$ cat config.mk
export PLATFORM = sky130hd
export DESIGN_NAME = adc_cal_top
export DESIGN_NICKNAME = d
export VERILOG_FILES = /design/src/rtl/adc_cal_pkg.sv /design/src/rtl/adc_cal_div.sv /design/src/rtl/adc_cal_coef.sv /design/src/rtl/adc_cal_top.sv
export SDC_FILE = /design/constraint.sdc
export NUM_CORES = 2
export LEC_CHECK = 0
export ABC_AREA = 1
export CORE_UTILIZATION = 50
export DETAILED_ROUTE_END_ITERATION = 8
export PLACE_DENSITY = 0.68
export SLEW_MARGIN = 20
export SYNTH_ARGS = -nofsm -noshare
export SYNTH_HDL_FRONTEND = slang
export SYNTH_HIERARCHICAL = 1
export SYNTH_SLANG_ARGS = --single-unit
$ cat constraint.sdc
create_clock -name clk -period 25.3 [get_ports clk]
set_input_delay 5.06 -clock clk [delete_from_list [all_inputs] [get_ports clk]]
set_output_delay 5.06 -clock clk [all_outputs]
set_load 0.1 [all_outputs]
$ cat src/rtl/adc_cal_pkg.sv
package adc_cal_pkg;
    localparam int DW     = 32;
    localparam int RAW_W  = 12;
    localparam int WORD_W = 16;
    localparam int TRIM_W = 16;
    localparam int PT_W   = 16;
    localparam int SCALE  = 1000;

    typedef logic signed [DW-1:0] sword_t;

    typedef enum logic [2:0] {
        ST_IDLE,
        ST_LOAD,
        ST_K,
        ST_G,
        ST_OFF,
        ST_COR,
        ST_SCL
    } cal_st_e;

    typedef struct packed {
        sword_t k;
        sword_t gain;
        sword_t offset;
    } coef_t;

    function automatic sword_t raw_code(input logic [WORD_W-1:0] word);
        return sword_t'({{(DW-RAW_W){1'b0}}, word[RAW_W-1:0]});
    endfunction

    function automatic sword_t corr_num(input sword_t raw, input sword_t off);
        return raw * SCALE - off;
    endfunction
endpackage

$ cat src/rtl/adc_cal_div.sv
module adc_cal_div #(
    parameter int W = adc_cal_pkg::DW
) (
    input  logic                clk,
    input  logic                rst,
    input  logic                go,
    input  logic signed [W-1:0] num,
    input  logic signed [W-1:0] den,
    output logic                busy,
    output logic                done,
    output logic signed [W-1:0] quot
);
    localparam int CW = $clog2(W + 1);

    logic          neg;
    logic [W-1:0]  mag_d;
    logic [W-1:0]  quo;
    logic [W:0]    rem;
    logic [CW-1:0] cnt;
    logic [W:0]    shifted;
    logic [W:0]    trial;

    assign shifted = {rem[W-1:0], quo[W-1]};
    assign trial   = shifted - {1'b0, mag_d};
    assign quot    = neg ? -$signed(quo) : $signed(quo);

    always_ff @(posedge clk) begin
        if (rst) begin
            busy  <= 1'b0;
            done  <= 1'b0;
            neg   <= 1'b0;
            mag_d <= '0;
            quo   <= '0;
            rem   <= '0;
            cnt   <= '0;
        end else begin
            done <= 1'b0;
            if (go && !busy) begin
                busy  <= 1'b1;
                neg   <= num[W-1] ^ den[W-1];
                quo   <= num[W-1] ? W'(-num) : W'(num);
                mag_d <= den[W-1] ? W'(-den) : W'(den);
                rem   <= '0;
                cnt   <= CW'(W);
            end else if (busy) begin
                if (!trial[W]) begin
                    rem <= trial;
                    quo <= {quo[W-2:0], 1'b1};
                end else begin
                    rem <= shifted;
                    quo <= {quo[W-2:0], 1'b0};
                end
                cnt <= cnt - 1'b1;
                if (cnt == CW'(1)) begin
                    busy <= 1'b0;
                    done <= 1'b1;
                end
            end
        end
    end

    AST_DIV_ONE_SHOT: assert property (@(posedge clk) disable iff (rst)
        done |=> !done);
    AST_DIV_DONE_IDLE: assert property (@(posedge clk) disable iff (rst)
        done |-> !busy);
endmodule

$ cat src/rtl/adc_cal_coef.sv
module adc_cal_coef
    import adc_cal_pkg::*;
(
    input  logic                     clk,
    input  logic                     rst,
    input  logic                     load,
    input  logic signed [TRIM_W-1:0] trim_lo,
    input  logic signed [TRIM_W-1:0] trim_hi,
    input  logic [PT_W-1:0]          ideal_lo,
    input  logic [PT_W-1:0]          ideal_hi,
    input  logic [PT_W-1:0]          read_lo,
    input  logic [PT_W-1:0]          read_hi,
    input  logic                     k_we,
    input  logic                     g_we,
    input  logic                     off_we,
    input  sword_t                   div_q,
    output coef_t                    coef,
    output sword_t                   num_k,
    output sword_t                   num_g,
    output sword_t                   den
);
    sword_t d1, d2, x1, x2, v1, v2;

    assign num_k = (d2 - d1) * SCALE;
    assign num_g = (v2 - v1) * SCALE;
    assign den   = x2 - x1;

    always_ff @(posedge clk) begin
        if (rst) begin
            d1 <= '0; d2 <= '0; x1 <= '0; x2 <= '0; v1 <= '0; v2 <= '0;
            coef.k      <= sword_t'(SCALE);
            coef.gain   <= sword_t'(SCALE);
            coef.offset <= '0;
        end else begin
            if (load) begin
                d1 <= DW'(trim_lo);
                d2 <= DW'(trim_hi);
                x1 <= sword_t'({{(DW-PT_W){1'b0}}, ideal_lo});
                x2 <= sword_t'({{(DW-PT_W){1'b0}}, ideal_hi});
                v1 <= sword_t'({{(DW-PT_W){1'b0}}, read_lo});
                v2 <= sword_t'({{(DW-PT_W){1'b0}}, read_hi});
            end
            if (k_we)   coef.k      <= sword_t'(SCALE) + div_q;
            if (g_we)   coef.gain   <= div_q;
            if (off_we) coef.offset <= d1 * SCALE - (coef.k - sword_t'(SCALE)) * x1;
        end
    end
endmodule

$ cat src/rtl/adc_cal_top.sv
module adc_cal_top
    import adc_cal_pkg::*;
(
    input  logic                     clk,
    input  logic                     rst,
    input  logic                     cfg_start,
    input  logic signed [TRIM_W-1:0] trim_lo,
    input  logic signed [TRIM_W-1:0] trim_hi,
    input  logic [PT_W-1:0]          ideal_lo,
    input  logic [PT_W-1:0]          ideal_hi,
    input  logic [PT_W-1:0]          read_lo,
    input  logic [PT_W-1:0]          read_hi,
    input  logic                     bypass,
    input  logic                     sample_valid,
    input  logic [WORD_W-1:0]        sample_word,
    output logic                     busy,
    output logic                     done,
    output logic signed [DW-1:0]     result,
    output logic                     mismatch,
    output logic                     overrun
);
    cal_st_e state;
    coef_t   coef;
    sword_t  num_k, num_g, den;
    sword_t  div_a, div_b, div_q;
    logic    div_go, div_busy, div_done;
    logic    cfg_load, k_we, g_we, off_we;

    assign busy     = (state != ST_IDLE);
    assign cfg_load = (state == ST_IDLE) && cfg_start;
    assign k_we     = (state == ST_K) && div_done;
    assign g_we     = (state == ST_G) && div_done;
    assign off_we   = (state == ST_OFF);

    adc_cal_coef i_coef (
        .clk(clk), .rst(rst), .load(cfg_load),
        .trim_lo(trim_lo), .trim_hi(trim_hi),
        .ideal_lo(ideal_lo), .ideal_hi(ideal_hi),
        .read_lo(read_lo), .read_hi(read_hi),
        .k_we(k_we), .g_we(g_we), .off_we(off_we), .div_q(div_q),
        .coef(coef), .num_k(num_k), .num_g(num_g), .den(den)
    );

    adc_cal_div #(.W(DW)) i_div (
        .clk(clk), .rst(rst), .go(div_go), .num(div_a), .den(div_b),
        .busy(div_busy), .done(div_done), .quot(div_q)
    );

    always_ff @(posedge clk) begin
        if (rst) begin
            state    <= ST_IDLE;
            div_go   <= 1'b0;
            div_a    <= '0;
            div_b    <= '0;
            done     <= 1'b0;
            result   <= '0;
            mismatch <= 1'b0;
            overrun  <= 1'b0;
        end else begin
            div_go <= 1'b0;
            done   <= 1'b0;
            if (sample_valid && busy) overrun <= 1'b1;
            case (state)
                ST_IDLE: begin
                    if (cfg_start) begin
                        state <= ST_LOAD;
                    end else if (sample_valid) begin
                        mismatch <= 1'b0;
                        div_go   <= 1'b1;
                        if (bypass) begin
                            div_a <= raw_code(sample_word) * coef.gain;
                            div_b <= sword_t'(SCALE);
                            state <= ST_SCL;
                        end else begin
                            div_a <= corr_num(raw_code(sample_word), coef.offset);
                            div_b <= coef.k;
                            state <= ST_COR;
                        end
                    end
                end
                ST_LOAD: begin
                    div_a  <= num_k;
                    div_b  <= den;
                    div_go <= 1'b1;
                    state  <= ST_K;
                end
                ST_K: if (div_done) begin
                    div_a  <= num_g;
                    div_b  <= den;
                    div_go <= 1'b1;
                    state  <= ST_G;
                end
                ST_G: if (div_done) state <= ST_OFF;
                ST_OFF: begin
                    done  <= 1'b1;
                    state <= ST_IDLE;
                end
                ST_COR: if (div_done) begin
                    if (div_q < 0) begin
                        result   <= '0;
                        mismatch <= 1'b1;
                        done     <= 1'b1;
                        state    <= ST_IDLE;
                    end else begin
                        div_a  <= div_q * coef.gain;
                        div_b  <= sword_t'(SCALE);
                        div_go <= 1'b1;
                        state  <= ST_SCL;
                    end
                end
                ST_SCL: if (div_done) begin
                    result <= div_q;
                    done   <= 1'b1;
                    state  <= ST_IDLE;
                end
                default: state <= ST_IDLE;
            endcase
        end
    end

    AST_DONE_PULSE: assert property (@(posedge clk) disable iff (rst)
        done |=> !done);
    AST_DONE_NOT_BUSY: assert property (@(posedge clk) disable iff (rst)
        done |-> !busy);
    AST_RESULT_ON_DONE: assert property (@(posedge clk) disable iff (rst)
        !$stable(result) |-> done);
    AST_MISMATCH_ZERO: assert property (@(posedge clk) disable iff (rst)
        (done && mismatch) |-> (result == 0));
    AST_OVERRUN_SET: assert property (@(posedge clk) disable iff (rst)
        (busy && sample_valid) |=> overrun);
    AST_OVERRUN_HOLD: assert property (@(posedge clk) disable iff (rst)
        overrun |=> overrun);
endmodule

==> results.txt <==
- The flow ran to the end, and the final reports show no timing, DRC or antenna violations.
- The worst register-to-register path has a depth of 35.
- After filler insertion, the fill cell instance count of the layout stands at 14,600.
- Startpoint of the worst-slack reg-to-reg timing path: i_coef/d1[15]
- Derived from the worst setup path, the maximum achievable clock frequency is 0.0867 GHz.
- Hold path startpoint: i_coef/coef[41]
* RSZ-0062 raised after global routing: false
* Final global-route overflow total: 0
- Critical Path Start Type: input port
- Transition at the pin with the smallest max-transition slack: 1270 ps
* Proportion of synthesized chip area in sequential cells: 0.105
* Detailed Route WL: 228 mm
- Setup slack of the most critical reg-to-reg path: 15,190 ps
- Yosys mapped a number of flops with a built-in enable equal to 0.
* Time the worst path needs with I/O delays and setup: 11,540 ps
* Setup WS post-layout: 13,760 ps
- Number of ports placed on the die boundary: 153
- At the end of routability-driven placement, the weighted congestion stood at 0.979.
- Number of global-route vias before repair: 67,400
- Routed wirelength normalized by instance count: 18.3 um
- 0 antenna diodes ended up in the layout.
- The first global-routing pass estimated 366 mm of wire.
* DRC errors left: 0
* Peak fanout along the critical path: 37
- In the synthesized netlist, the number of instances is 10,500.
- Clk_skew: 58.4 ps
- Counting the buffers created by CTS gives 49.
* Flip-flop cell with the highest count after synthesis: sky130_fd_sc_hd__dfxtp_1
- For the worst setup path, the data arrival time is 12,080 ps.
- Clock latency on the worst-skew pair, taken at its later pin, is 660 ps.
- Fraction of final layout cells with drive strength greater than 1: 0.0351
- Setup-violating endpoint count in the final report: 0
* Flip-flop and latch count after synthesis: 400
- STA puts the critical path data required time at 25,840 ps.
- The number of slew-limit violations in the final report was 0.
- Class of the most critical setup path: input port to flip-flop
- Endpoint kind of the worst setup timing path: flip-flop
- In this run the worst hold path is classified as flip-flop to flip-flop.
- Clock-pin slew was measured on the worst setup and hold paths at 70 ps.
- Mapped cell area: 76,500 um2
- In this design, the critical path's most frequently occurring cell is sky130_fd_sc_hd__nand2_1.
* Synthesized area divided by synthesized cell count: 7.27 um2
* Die height: 393 um
- Entering global routing, the biggest net connects 107 pins.
* Total iterations of the first detailed-routing run: 6
* Endpoint with the worst hold slack: i_coef/coef[41]
* Starting density of the core: 0.504
* Vias after detailed routing: 66,700
* Aggregate global-route resource usage: 0.302
- Max capacitance violation total: 0
* Number of DRC markers after the initial detailed-route iteration: 5,069
- Yosys printed 6 warnings.
- The count of nets left with antenna violations once routing finished came out at 0.
- Yosys mapped the design onto 66 distinct sky130hd cell types.
* CTS tree: done
- In this run the standard cell core region covers 152,000 um2.
- Crit-path slowest cell: sky130_fd_sc_hd__fa_1
- Peak per-stage delay on the critical path: 560 ps
* Crit Reg-Reg Endpoint: i_coef/coef[31]
- Cell depth of the worst hold path: 2
* Row count: 143
- Sum of negative setup slack: 0 ps
- Initial antenna violation count: 6
* Clock root buffer master: sky130_fd_sc_hd__clkbuf_16
- Once detailed placement completed, the half-perimeter wirelength came to 183 mm.
- Buffers inserted during post-CTS setup optimization: 0
* Post-Place Setup Slack: 13,210 ps
- Area of the die: 155,000 um2
- The H-tree generated during clock tree synthesis spans 2 levels.
- Overall die width: 393 um
* Layout area overhead: 6.40%
- Vias per Instance: 5.36
- Async set-reset flop share out of synthesis: 0
- Port buffering added 148 buffers.
- In the finished design, the share of the clock period the worst path needs comes to 0.456.
- Headroom to the max-slew limit came out at 0.151.
- The hold violation count in the final report was 0.
- Hold buffer count at cts: 0
- The clock passes through at most 3 buffers.
* Post-CTS sizing: 0
* CTS Sinks: 400
* Final Net Count: 12,400
## layout by cell type (no fill, tap or decap), types with 15 or more instances in the layout
| cell | Yosys | routed |
|---|---|---|
| sky130_fd_sc_hd__a32oi_1 | 26 | 26 |
| sky130_fd_sc_hd__o22ai_1 | 19 | 19 |
| sky130_fd_sc_hd__nand4_1 | 61 | 61 |
| sky130_fd_sc_hd__inv_2 | 32 | 33 |
| sky130_fd_sc_hd__or2_2 | 27 | 27 |
| sky130_fd_sc_hd__buf_4 | 34 | 106 |
| sky130_fd_sc_hd__o211ai_1 | 26 | 26 |
| sky130_fd_sc_hd__fa_1 | 1205 | 1205 |
| sky130_fd_sc_hd__nor2_1 | 665 | 660 |
| sky130_fd_sc_hd__xnor2_1 | 90 | 84 |
| sky130_fd_sc_hd__nand2_1 | 2351 | 2351 |
| sky130_fd_sc_hd__clkdlybuf4s50_1 | 0 | 144 |
| sky130_fd_sc_hd__inv_1 | 2530 | 2527 |
| sky130_fd_sc_hd__dfxtp_1 | 400 | 394 |
| sky130_fd_sc_hd__nand2_2 | 16 | 16 |
| sky130_fd_sc_hd__nand3_1 | 381 | 381 |
| sky130_fd_sc_hd__nand3b_1 | 20 | 20 |
| sky130_fd_sc_hd__ha_1 | 644 | 644 |
| sky130_fd_sc_hd__nor3_1 | 57 | 57 |
| sky130_fd_sc_hd__o21ai_0 | 449 | 448 |
| sky130_fd_sc_hd__nor4_1 | 15 | 15 |
| sky130_fd_sc_hd__xor2_1 | 180 | 166 |
| sky130_fd_sc_hd__o21ai_1 | 26 | 26 |
| sky130_fd_sc_hd__a21oi_1 | 574 | 574 |
| sky130_fd_sc_hd__o21a_1 | 17 | 17 |
| sky130_fd_sc_hd__a221oi_1 | 15 | 15 |
| sky130_fd_sc_hd__o21bai_1 | 19 | 19 |
| sky130_fd_sc_hd__nor2_2 | 18 | 21 |
| sky130_fd_sc_hd__a21o_1 | 26 | 26 |
| sky130_fd_sc_hd__clkbuf_16 | 0 | 49 |
| sky130_fd_sc_hd__a22oi_1 | 28 | 28 |
| sky130_fd_sc_hd__a31oi_1 | 36 | 36 |
## through the flow
stage	hold WS, ps	instance area, um2	std cells	utilization
after global routing	475	81400	12500	0.536
after global placement	439	79700	12400	0.525
after CTS	462	81400	12500	0.536
final	458	81400	12500	0.536
after floorplan	424	76500	10500	-
after detailed placement	445	79700	12400	0.525
## per-layer routing
layer	vias to the layer above	global-route usage	part of all wire
met5	-	0	0.000048
met3	459	0.0425	0.079
met2	2477	0.494	0.46
met1	32400	0.403	0.42
met4	2	0.116	0.043
li1	31300	-	-
## synth_stat cells (26+ instances only)
master                     count  area share
sky130_fd_sc_hd__buf_1        55      0.0027
sky130_fd_sc_hd__o21ai_1      26      0.0017
sky130_fd_sc_hd__o21ai_0     449       0.029
sky130_fd_sc_hd__nor3_1       57      0.0037
sky130_fd_sc_hd__fa_1       1205        0.32
sky130_fd_sc_hd__ha_1        644        0.11
sky130_fd_sc_hd__nand4_1      61      0.0050
sky130_fd_sc_hd__nand3_1     381       0.025
sky130_fd_sc_hd__a21o_1       26      0.0026
sky130_fd_sc_hd__inv_1      2530        0.12
sky130_fd_sc_hd__buf_4        34      0.0033
sky130_fd_sc_hd__inv_2        32      0.0016
sky130_fd_sc_hd__a22oi_1      28      0.0027
sky130_fd_sc_hd__buf_2        51      0.0033
sky130_fd_sc_hd__xor2_1      180       0.021
sky130_fd_sc_hd__dfxtp_1     400        0.10
sky130_fd_sc_hd__a31oi_1      36      0.0029
sky130_fd_sc_hd__a21oi_1     574       0.038
sky130_fd_sc_hd__clkbuf_1    293       0.014
sky130_fd_sc_hd__nor2_1      665       0.033
sky130_fd_sc_hd__o211ai_1     26      0.0026
sky130_fd_sc_hd__or2_2        27      0.0022
sky130_fd_sc_hd__nand2_1    2351        0.12
sky130_fd_sc_hd__a32oi_1      26      0.0030
sky130_fd_sc_hd__xnor2_1      90       0.010
## worst max-delay path, delay by kind of cell
family	cells	cell delay (ps)
adders and majority gates	6	2770
buffers and inverters	5	1050
xor gates and xnor gates	1	150
and+or+nand+nor	11	1460
AOI/OAI and AO/OA	8	1540
## final cells by class
class	instances	area, um2	area share
inverters	2572	9660	0.119
well taps	2030	2540	0.0312
clock inverters	22	313	0.00384
clock buffers	65	1380	0.0169
multi-input cells	7111	57200	0.703
repair buffers	253	2250	0.0277
flip-flops and latches	400	8020	0.0985
## flip-flops by register name, summed over array words and instances (netlist names), 3 cells and up
register and flops:
i_coef/x2 16, i_coef/d1 16, i_coef/coef 96, i_div/cnt 6, i_div/quo 32, i_coef/v2 16
i_div/mag_d 32, div_b 32, i_coef/v1 16, i_coef/d2 16, i_coef/x1 16, state 3
div_a 32, i_div/rem 32, result 32
## how the worst max path moves through the flow
stage                      to            from  cells past startpoint  slack (ps)
floorplan           div_a[28]  sample_word[0]                     29       14990
global placement    div_a[28]  sample_word[1]                     31       13300
detailed placement  div_a[28]  sample_word[1]                     31       13210
CTS                 div_a[28]  sample_word[1]                     31       13830
global route        div_a[28]  sample_word[1]                     31       13330
finish              div_a[28]  sample_word[1]                     31       13760
## kinds of logic (layout without fill, tap and decap cells)
group / count (synthesis) / in the layout / synth area share
and+or+nand+nor: 3651 / 3651 / 0.195
buffers and inverters: 3011 / 2912 / 0.151
adders and majority gates: 1849 / 1849 / 0.421
AOI/OAI and AO/OA: 1332 / 1332 / 0.0976
DFF: 400 / 400 / 0.105
xor gates and xnor gates: 272 / 272 / 0.0315
other: 1 / 7 / 0.0000490
Power is not shown: default switching activity piles up to over one toggle a cycle in this logic, so the estimate is an artifact.
